<file path="src/rtl/swstep_pkg.sv">
// Shared types for the single-wire step controller.
package swstep_pkg;

    // Verdict on a completed low pulse.
    typedef enum logic [1:0] {
        PK_NONE = 2'd0,
        PK_UP   = 2'd1,
        PK_DOWN = 2'd2,
        PK_BAD  = 2'd3
    } pulse_kind_t;

    // Regulator run state.
    typedef enum logic {
        ST_OFF = 1'b0,
        ST_ON  = 1'b1
    } run_state_t;

endpackage

</file>
<file path="src/rtl/swstep_sync.sv">
// Multi-stage synchroniser for the asynchronous control wire.
// Assumes STAGES >= 2. The output resets to low.
module swstep_sync #(
    parameter int STAGES = 2
) (
    input  logic clk,
    input  logic rst_n,
    input  logic din,
    output logic dout
);
    logic [STAGES-1:0] sr_q;

    // Shift the raw input through the flop chain.
    always_ff @(posedge clk) begin
        if (!rst_n) sr_q <= '0;
        else        sr_q <= {sr_q[STAGES-2:0], din};
    end

    assign dout = sr_q[STAGES-1];
endmodule

</file>
<file path="src/rtl/swstep_dwell.sv">
// Measures how long the synchronised line has held its current level,
// in whole microseconds. A microsecond is CYC_PER_US clocks. The count
// restarts on every edge (the edge cycle counts as the first cycle of
// the new level) and saturates at SAT_US. Output dur_us at cycle t
// covers the run of level_prev up to cycle t-1.
module swstep_dwell #(
    parameter int CYC_PER_US = 50,
    parameter int SAT_US     = 560,
    parameter int US_W       = 10
) (
    input  logic            clk,
    input  logic            rst_n,
    input  logic            level_now,
    input  logic            level_prev,
    output logic [US_W-1:0] dur_us
);
    localparam int              PRE_W    = (CYC_PER_US > 1) ? $clog2(CYC_PER_US) : 1;
    localparam logic [PRE_W-1:0] PRE_LAST = PRE_W'(CYC_PER_US - 1);
    localparam logic [US_W-1:0]  SAT_T    = US_W'(SAT_US);

    logic [PRE_W-1:0] pre_q, pre_d, pre_base;
    logic [US_W-1:0]  dur_q, dur_d, dur_base;
    logic             lvl_edge;

    // Pick the start point (restart on edge) and advance by one clock.
    always_comb begin
        lvl_edge = level_now ^ level_prev;
        pre_base = lvl_edge ? '0 : pre_q;
        dur_base = lvl_edge ? '0 : dur_q;
        if (pre_base == PRE_LAST) begin
            pre_d = '0;
            dur_d = (dur_base >= SAT_T) ? SAT_T : dur_base + US_W'(1);
        end else begin
            pre_d = pre_base + PRE_W'(1);
            dur_d = dur_base;
        end
    end

    // Hold the prescaler and microsecond count.
    always_ff @(posedge clk) begin
        if (!rst_n) begin
            pre_q <= '0;
            dur_q <= '0;
        end else begin
            pre_q <= pre_d;
            dur_q <= dur_d;
        end
    end

    assign dur_us = dur_q;


    dur_bound_chk: assert property (@(posedge clk) disable iff (!rst_n)
        dur_q <= SAT_T);


    dur_restart_chk: assert property (@(posedge clk) disable iff (!rst_n)
        (level_now != level_prev) |=> (dur_q <= US_W'(1)));
endmodule

</file>
<file path="src/rtl/swstep_judge.sv">
// Classifies a finished low pulse from its width in microseconds and
// from whether enough high time preceded it. Purely combinational.
module swstep_judge
    import swstep_pkg::*;
#(
    parameter int US_W      = 10,
    parameter int UP_MIN_US = 1,
    parameter int UP_MAX_US = 60,
    parameter int DN_MIN_US = 140,
    parameter int DN_MAX_US = 240
) (
    input  logic [US_W-1:0] width_us,
    input  logic            gap_ok,
    output pulse_kind_t     kind
);
    localparam logic [US_W-1:0] UP_LO = US_W'(UP_MIN_US);
    localparam logic [US_W-1:0] UP_HI = US_W'(UP_MAX_US);
    localparam logic [US_W-1:0] DN_LO = US_W'(DN_MIN_US);
    localparam logic [US_W-1:0] DN_HI = US_W'(DN_MAX_US);

    // Map the width onto increment, decrement or reject.
    always_comb begin
        if (!gap_ok)
            kind = PK_BAD;
        else if (width_us >= UP_LO && width_us <= UP_HI)
            kind = PK_UP;
        else if (width_us >= DN_LO && width_us <= DN_HI)
            kind = PK_DOWN;
        else
            kind = PK_BAD;
    end
endmodule

</file>
<file path="src/rtl/swstep_core.sv">
// Run-state and code register. It enables on a high line while shut
// down, steps or rejects on each rising edge, and shuts down once the
// low time reaches OFF_US. Inputs are the synchronised line, its
// one-cycle-delayed copy and the dwell count of the delayed level.
module swstep_core
    import swstep_pkg::*;
#(
    parameter int CODE_W      = 6,
    parameter int US_W        = 10,
    parameter int OFF_US      = 560,
    parameter int HIGH_MIN_US = 1
) (
    input  logic              clk,
    input  logic              rst_n,
    input  logic              line_now,
    input  logic              line_prev,
    input  logic [US_W-1:0]   dur_us,
    input  pulse_kind_t       kind,
    output logic              gap_ok,
    output logic [CODE_W-1:0] code,
    output logic              en,
    output logic              err
);
    localparam logic [CODE_W-1:0] CODE_MAX = '1;
    localparam logic [CODE_W-1:0] CODE_MID = CODE_W'((1 << (CODE_W - 1)) - 1);
    localparam logic [US_W-1:0]   OFF_T    = US_W'(OFF_US);
    localparam logic [US_W-1:0]   HIGH_T   = US_W'(HIGH_MIN_US);

    run_state_t        state_q;
    logic [CODE_W-1:0] code_q;
    logic              err_q;
    logic              gap_ok_q;
    logic              rise, fall;

    assign rise = line_now & ~line_prev;
    assign fall = ~line_now & line_prev;

    // Advance the run state, the code and the error strobe.
    always_ff @(posedge clk) begin
        if (!rst_n) begin
            state_q  <= ST_OFF;
            code_q   <= CODE_MID;
            err_q    <= 1'b0;
            gap_ok_q <= 1'b1;
        end else begin
            err_q <= 1'b0;
            case (state_q)
                ST_OFF: begin
                    if (line_now) begin
                        state_q  <= ST_ON;
                        code_q   <= CODE_MID;
                        gap_ok_q <= 1'b1;
                    end
                end
                default: begin
                    if (!line_prev && dur_us >= OFF_T) begin
                        state_q <= ST_OFF;
                        code_q  <= CODE_MID;
                    end else if (fall) begin
                        gap_ok_q <= (dur_us >= HIGH_T);
                    end else if (rise) begin
                        case (kind)
                            PK_UP:   if (code_q != CODE_MAX) code_q <= code_q + CODE_W'(1);
                            PK_DOWN: if (code_q != '0)       code_q <= code_q - CODE_W'(1);
                            PK_BAD:  err_q <= 1'b1;
                            default: ;
                        endcase
                    end
                end
            endcase
        end
    end

    assign code   = code_q;
    assign en     = (state_q == ST_ON);
    assign err    = err_q;
    assign gap_ok = gap_ok_q;


    err_single_chk: assert property (@(posedge clk) disable iff (!rst_n)
        err_q |=> !err_q);


    step_size_chk: assert property (@(posedge clk) disable iff (!rst_n)
        (state_q == ST_ON) |=> (state_q == ST_OFF || code_q == $past(code_q)
            || code_q == $past(code_q) + CODE_W'(1)
            || code_q == $past(code_q) - CODE_W'(1)));


    no_wrap_top_chk: assert property (@(posedge clk) disable iff (!rst_n)
        (code_q == CODE_MAX) |=> (code_q != '0));


    no_wrap_bot_chk: assert property (@(posedge clk) disable iff (!rst_n)
        (code_q == '0) |=> (code_q != CODE_MAX));


    off_while_low_chk: assert property (@(posedge clk) disable iff (!rst_n)
        $fell(state_q == ST_ON) |-> $past(line_prev == 1'b0));


    off_mid_chk: assert property (@(posedge clk) disable iff (!rst_n)
        (state_q == ST_OFF) |-> (code_q == CODE_MID));


    wake_chk: assert property (@(posedge clk) disable iff (!rst_n)
        (state_q == ST_OFF && line_now) |=> (state_q == ST_ON && code_q == CODE_MID));
endmodule

</file>
<file path="src/rtl/swstep_ctrl.sv">
// Top of the single-wire step controller: synchroniser, dwell timer,
// pulse judge and core. Assumes ctrl_line is asynchronous to clk and
// that CYC_PER_US clocks make one microsecond.
module swstep_ctrl
    import swstep_pkg::*;
#(
    parameter int CYC_PER_US  = 50,
    parameter int CODE_W      = 6,
    parameter int SYNC_STAGES = 2,
    parameter int UP_MIN_US   = 1,
    parameter int UP_MAX_US   = 60,
    parameter int DN_MIN_US   = 140,
    parameter int DN_MAX_US   = 240,
    parameter int OFF_US      = 560,
    parameter int HIGH_MIN_US = 1
) (
    input  logic              clk,
    input  logic              rst_n,
    input  logic              ctrl_line,
    output logic [CODE_W-1:0] step_code,
    output logic              drv_en,
    output logic              pulse_err
);
    localparam int US_W = $clog2(OFF_US + 1);

    logic            line_s;
    logic            line_d;
    logic [US_W-1:0] dur_us;
    logic            gap_ok;
    pulse_kind_t     kind;

    swstep_sync #(.STAGES(SYNC_STAGES)) u_sync (
        .clk  (clk),
        .rst_n(rst_n),
        .din  (ctrl_line),
        .dout (line_s)
    );

    // Delay the synchronised line by one clock for edge detection.
    always_ff @(posedge clk) begin
        if (!rst_n) line_d <= 1'b0;
        else        line_d <= line_s;
    end

    swstep_dwell #(
        .CYC_PER_US(CYC_PER_US),
        .SAT_US    (OFF_US),
        .US_W      (US_W)
    ) u_dwell (
        .clk       (clk),
        .rst_n     (rst_n),
        .level_now (line_s),
        .level_prev(line_d),
        .dur_us    (dur_us)
    );

    swstep_judge #(
        .US_W     (US_W),
        .UP_MIN_US(UP_MIN_US),
        .UP_MAX_US(UP_MAX_US),
        .DN_MIN_US(DN_MIN_US),
        .DN_MAX_US(DN_MAX_US)
    ) u_judge (
        .width_us(dur_us),
        .gap_ok  (gap_ok),
        .kind    (kind)
    );

    swstep_core #(
        .CODE_W     (CODE_W),
        .US_W       (US_W),
        .OFF_US     (OFF_US),
        .HIGH_MIN_US(HIGH_MIN_US)
    ) u_core (
        .clk      (clk),
        .rst_n    (rst_n),
        .line_now (line_s),
        .line_prev(line_d),
        .dur_us   (dur_us),
        .kind     (kind),
        .gap_ok   (gap_ok),
        .code     (step_code),
        .en       (drv_en),
        .err      (pulse_err)
    );
endmodule

</file>
<file path="config.mk">
export PLATFORM = sky130hd
export DESIGN_NAME = swstep_ctrl
export DESIGN_NICKNAME = d
export VERILOG_FILES = /design/src/rtl/swstep_pkg.sv /design/src/rtl/swstep_sync.sv /design/src/rtl/swstep_dwell.sv /design/src/rtl/swstep_judge.sv /design/src/rtl/swstep_core.sv /design/src/rtl/swstep_ctrl.sv
export SDC_FILE = /design/constraint.sdc
export NUM_CORES = 1
export LEC_CHECK = 0
export BUFFER_PORTS_ARGS = -buffer_cell sky130_fd_sc_hd__buf_4
export CORE_AREA = 2 2 56 58
export CTS_BUF_LIST = sky130_fd_sc_hd__clkbuf_8
export DETAILED_ROUTE_END_ITERATION = 16
export DIE_AREA = 0 0 58 60
export PLACE_DENSITY = 0.79
export SLEW_MARGIN = 15
export SYNTH_ARGS = -nofsm -noshare
export SYNTH_HDL_FRONTEND = slang
export SYNTH_SLANG_ARGS = --single-unit
</file>
<file path="constraint.sdc">
create_clock -name clk -period 3.1 [get_ports clk]
set_clock_uncertainty 0.05 [all_clocks]
set_input_delay 0.31 -clock clk [delete_from_list [all_inputs] [get_ports clk]]
set_output_delay 0.31 -clock clk [all_outputs]
set_load 0.1 [all_outputs]
</file>
==> run_results.csv <==
group,metric,value,unit
outcome,status,"finished, final reports clean",
clocking,cts_tree,"done",
global_routing,grt-ovfl-total,0,
critical_path,path_cells,"a2111o_1 -> o211ai_1 -> inv_1 -> ha_1 -> a211oi_2 -> o21ai_1 -> a21oi_1 -> nor2_1 -> a2111oi_2 -> mux2i_1",
synth,synth_top_family_by_area,"simple AND/OR/NAND/NOR gates",
clocking,htreeDepth,1,
hold_path,hold-path-endpoint,"u_sync.sr_q[0]",
synth,yosys.area.top_type_share,32.7,%
placement,place_area,1810,um2
critical_path,end_kind,"register",
critical_path,slowest_stage,"a2111o_1",
critical_path,worstSetupPathType,"reg -> reg",
global_routing,grtUsageMet2,38.1,%
global_routing,grtUsageMet3,3.03,%
floorplan,die_height,60,um
sta,relSlewSlack,74.2,%
power_and_ir_drop,peakVddDrop,217,uV
synth,synth_area_per_cell,8.39,um2
critical_path,crit_arrival,2.94,ns
clocking,cts_buffers,3,
synth,synthTopCellsByArea,"dfxtp_1 33%, ha_1 8.0%, nor2_1 5.9%",
floorplan,rows,20,
synth,syn_nets,219,
clocking,clkSinkCount,28,
global_routing,grt_max_degree,21,
placement,portBuffers,10,
layout,utilization,64.5,%
hold_path,hold_depth,2,
layout,synthToLayoutAreaGrowth,9.36,%
detailed_routing,route.detailed.drc,0,
floorplan,boundaryPins,11,
detailed_routing,drt_first_pass_iters,4,
global_routing,grt_pass1_vias,1394,
synth,synthArstFlopShare,0,%
sta,finalMaxSlewViolations,0,
synth,synth_seq_cells,28,
floorplan,dieArea,3480,um2
global_routing,busiest_layer,"met2",
detailed_routing,ant_nets,0,
synth,synth_edf_count,0,
synth,ys_seq_area_share,32.7,%
detailed_routing,wl_per_cell,14.0,um
synth,yosysTopAreaCell,"dfxtp_1",
floorplan,core,2900,um2
sta,setup_viol,0,
critical_path,reg2reg_depth,10,
sta,tns,0,ns
critical_path,path_delay_family,"compound AO/OA/AOI/OAI gates",
synth,synth_adder_area_share,9.21,%
critical_path,timing.rr.start,"u_dwell.dur_us[3]",
sta,rsz0062_at_grt,"no",
layout,drive_gt1_share,14.0,%
clocking,insertion_delay,0.28,ns
critical_path,cp-start-kind,"register",
sta,min_period,2.77,ns
synth,synth.area.mux_share,3.51,%
synth,yosys.area_share.simple,28.2,%
sta,tightest_slew,0.385,ns
layout,final_cell_mix,"27 x nor2_1, 27 x dfxtp_1, 22 x nand2_1, 14 x buf_4, 12 x inv_1",
synth,ys_warn_count,0,
clocking,post_cts_buffers,0,
floorplan,die_x,58,um
hold_path,min_from,"ctrl_line",
detailed_routing,vias,1501,
critical_path,timing.rr.end,"u_core.code[5]",
synth,synth_cells,204,
critical_path,cp.buffers_inverters,1,
global_routing,grt.met1_usage,27.0,%
layout,final_nets,230,
sta,hold_viol,0,
placement,dp_hpwl,2650,um
power_and_ir_drop,p_per_area,356,nW/um2
synth,ys.flop_type,"dfxtp_1",
critical_path,slowest_delay,0.43,ns
layout,stdcell_area,1870,um2
synth,synthXorXnorAreaFrac,4.61,%
sta,layout_worst_path_cycle_share,89.5,%
synth,synth-compound-area-share,16.3,%
synth,netlist_area,1710,um2
critical_path,ff2ff_setup_slack,0.33,ns
hold_path,hp-class,"in -> reg",
clocking,hold_buffers,0,
detailed_routing,drt_iter0_drc,69,
synth,ys_types,42,
clocking,ctsRootBufferMaster,"clkbuf_8",
clocking,cts_buffer_depth,2,
critical_path,cp_max_fo,7,
power_and_ir_drop,leakage,0.753,nW
detailed_routing,detail_route.vias_per_cell,6.08,
global_routing,grt_pass1_wl,5910,um
detailed_routing,drt_wl_total,3460,um
layout,antennaDiodeCount,0,
placement,routabilityCongestion,0.857,
clocking,clk_pin_slew,0.09,ns
run,drv_cap,0,
global_routing,grt_antenna_before_repair,0,
global_routing,track_usage,22.0,%
critical_path,cp.required,3.26,ns
floorplan,initial_core_util,59.0,%
sta,max_freq,360,MHz
through the flow:
stage | hold slack, ns | power [mW] | std cells | setup slack, ns
after floorplan | 0.362 | 0.430 | 204 | 0.265
after global placement | 0.375 | 0.443 | 243 | 0.366
after detailed placement | 0.383 | 0.446 | 243 | 0.300
after CTS | 0.186 | 0.671 | 247 | 0.263
after global routing | 0.198 | 0.689 | 247 | 0.0665
final | 0.187 | 0.666 | 247 | 0.326
cell usage after synthesis, types with 3 or more instances:
library cell  number
nor4_1             3
a21oi_1            7
ha_1              11
and2_1             5
nand2_1           22
nand4_1            6
nor3_1             4
mux2i_1            6
dfxtp_1           28
nor2_1            27
xnor2_1            4
nor2b_1            4
a211oi_1           3
nand3_1           10
clkbuf_1           4
o21ai_1            4
o21ai_0            8
xor2_1             5
inv_1             12
worst max-delay path by stage:
stage               depth (start not counted)             end  slack, ns              start
finish                                     10  u_core.code[5]       0.33  u_dwell.dur_us[3]
global route                               10  u_core.code[5]       0.07  u_dwell.dur_us[3]
CTS                                        10  u_core.code[5]       0.26  u_dwell.dur_us[5]
detailed placement                         10  u_core.code[5]       0.30  u_dwell.dur_us[5]
global placement                           10  u_core.code[5]       0.37  u_dwell.dur_us[3]
floorplan                                  11  u_core.code[5]       0.27  u_dwell.dur_us[5]
kinds of logic (layout without fill, tap and decap cells):
kind of cell / Yosys count / in the layout
simple gates: 93 / 93
compound gates: 36 / 36
flops: 28 / 28
buf+inv: 20 / 30
fa+ha+maj: 12 / 12
xor+xnor: 9 / 9
mux: 6 / 6
flip-flops by register name (all words and copies together), names as in the netlist:
register and flops:
u_dwell.dur_us 10, u_core.code 6, u_dwell.pre_q 6, u_sync.sr_q 2, line_d 1, u_core.en 1, u_core.err 1, u_core.gap_ok 1
layout make-up:
cell class,count,area (um2)
Timing Repair Buffer,14,105
Sequential cell,28,562
Clock buffer,4,55.1
Fill cell,251,1030
Tap cell,33,41.3
Multi-Input combinational cell,156,1060
Inverter,12,45.0
repair_timing:
item                                    4_1_cts  5_1_grt
endpoints found under the setup margin        0        1
gates resized for setup                       0        2
endpoints found under the hold margin         0        0
report_power, final:
group / internal (mW) / total (mW) / switching [mW] / leakage, nW
clock network: 0.114 / 0.228 / 0.114 / 0.0288
registers: 0.366 / 0.372 / 0.00609 / 0.228
logic: 0.0217 / 0.0653 / 0.0436 / 0.496
total: 0.502 / 0.666 / 0.164 / 0.753
per-layer routing:
layer	part of all wire [%]	up-vias	wire (um)
li1	-	733	-
met1	43	710	1480
met2	50	51	1730
met3	5.4	7	186
met4	1.6	0	56
met5	0	-	0
No activity file was read; power rests on OpenSTA's default activity.
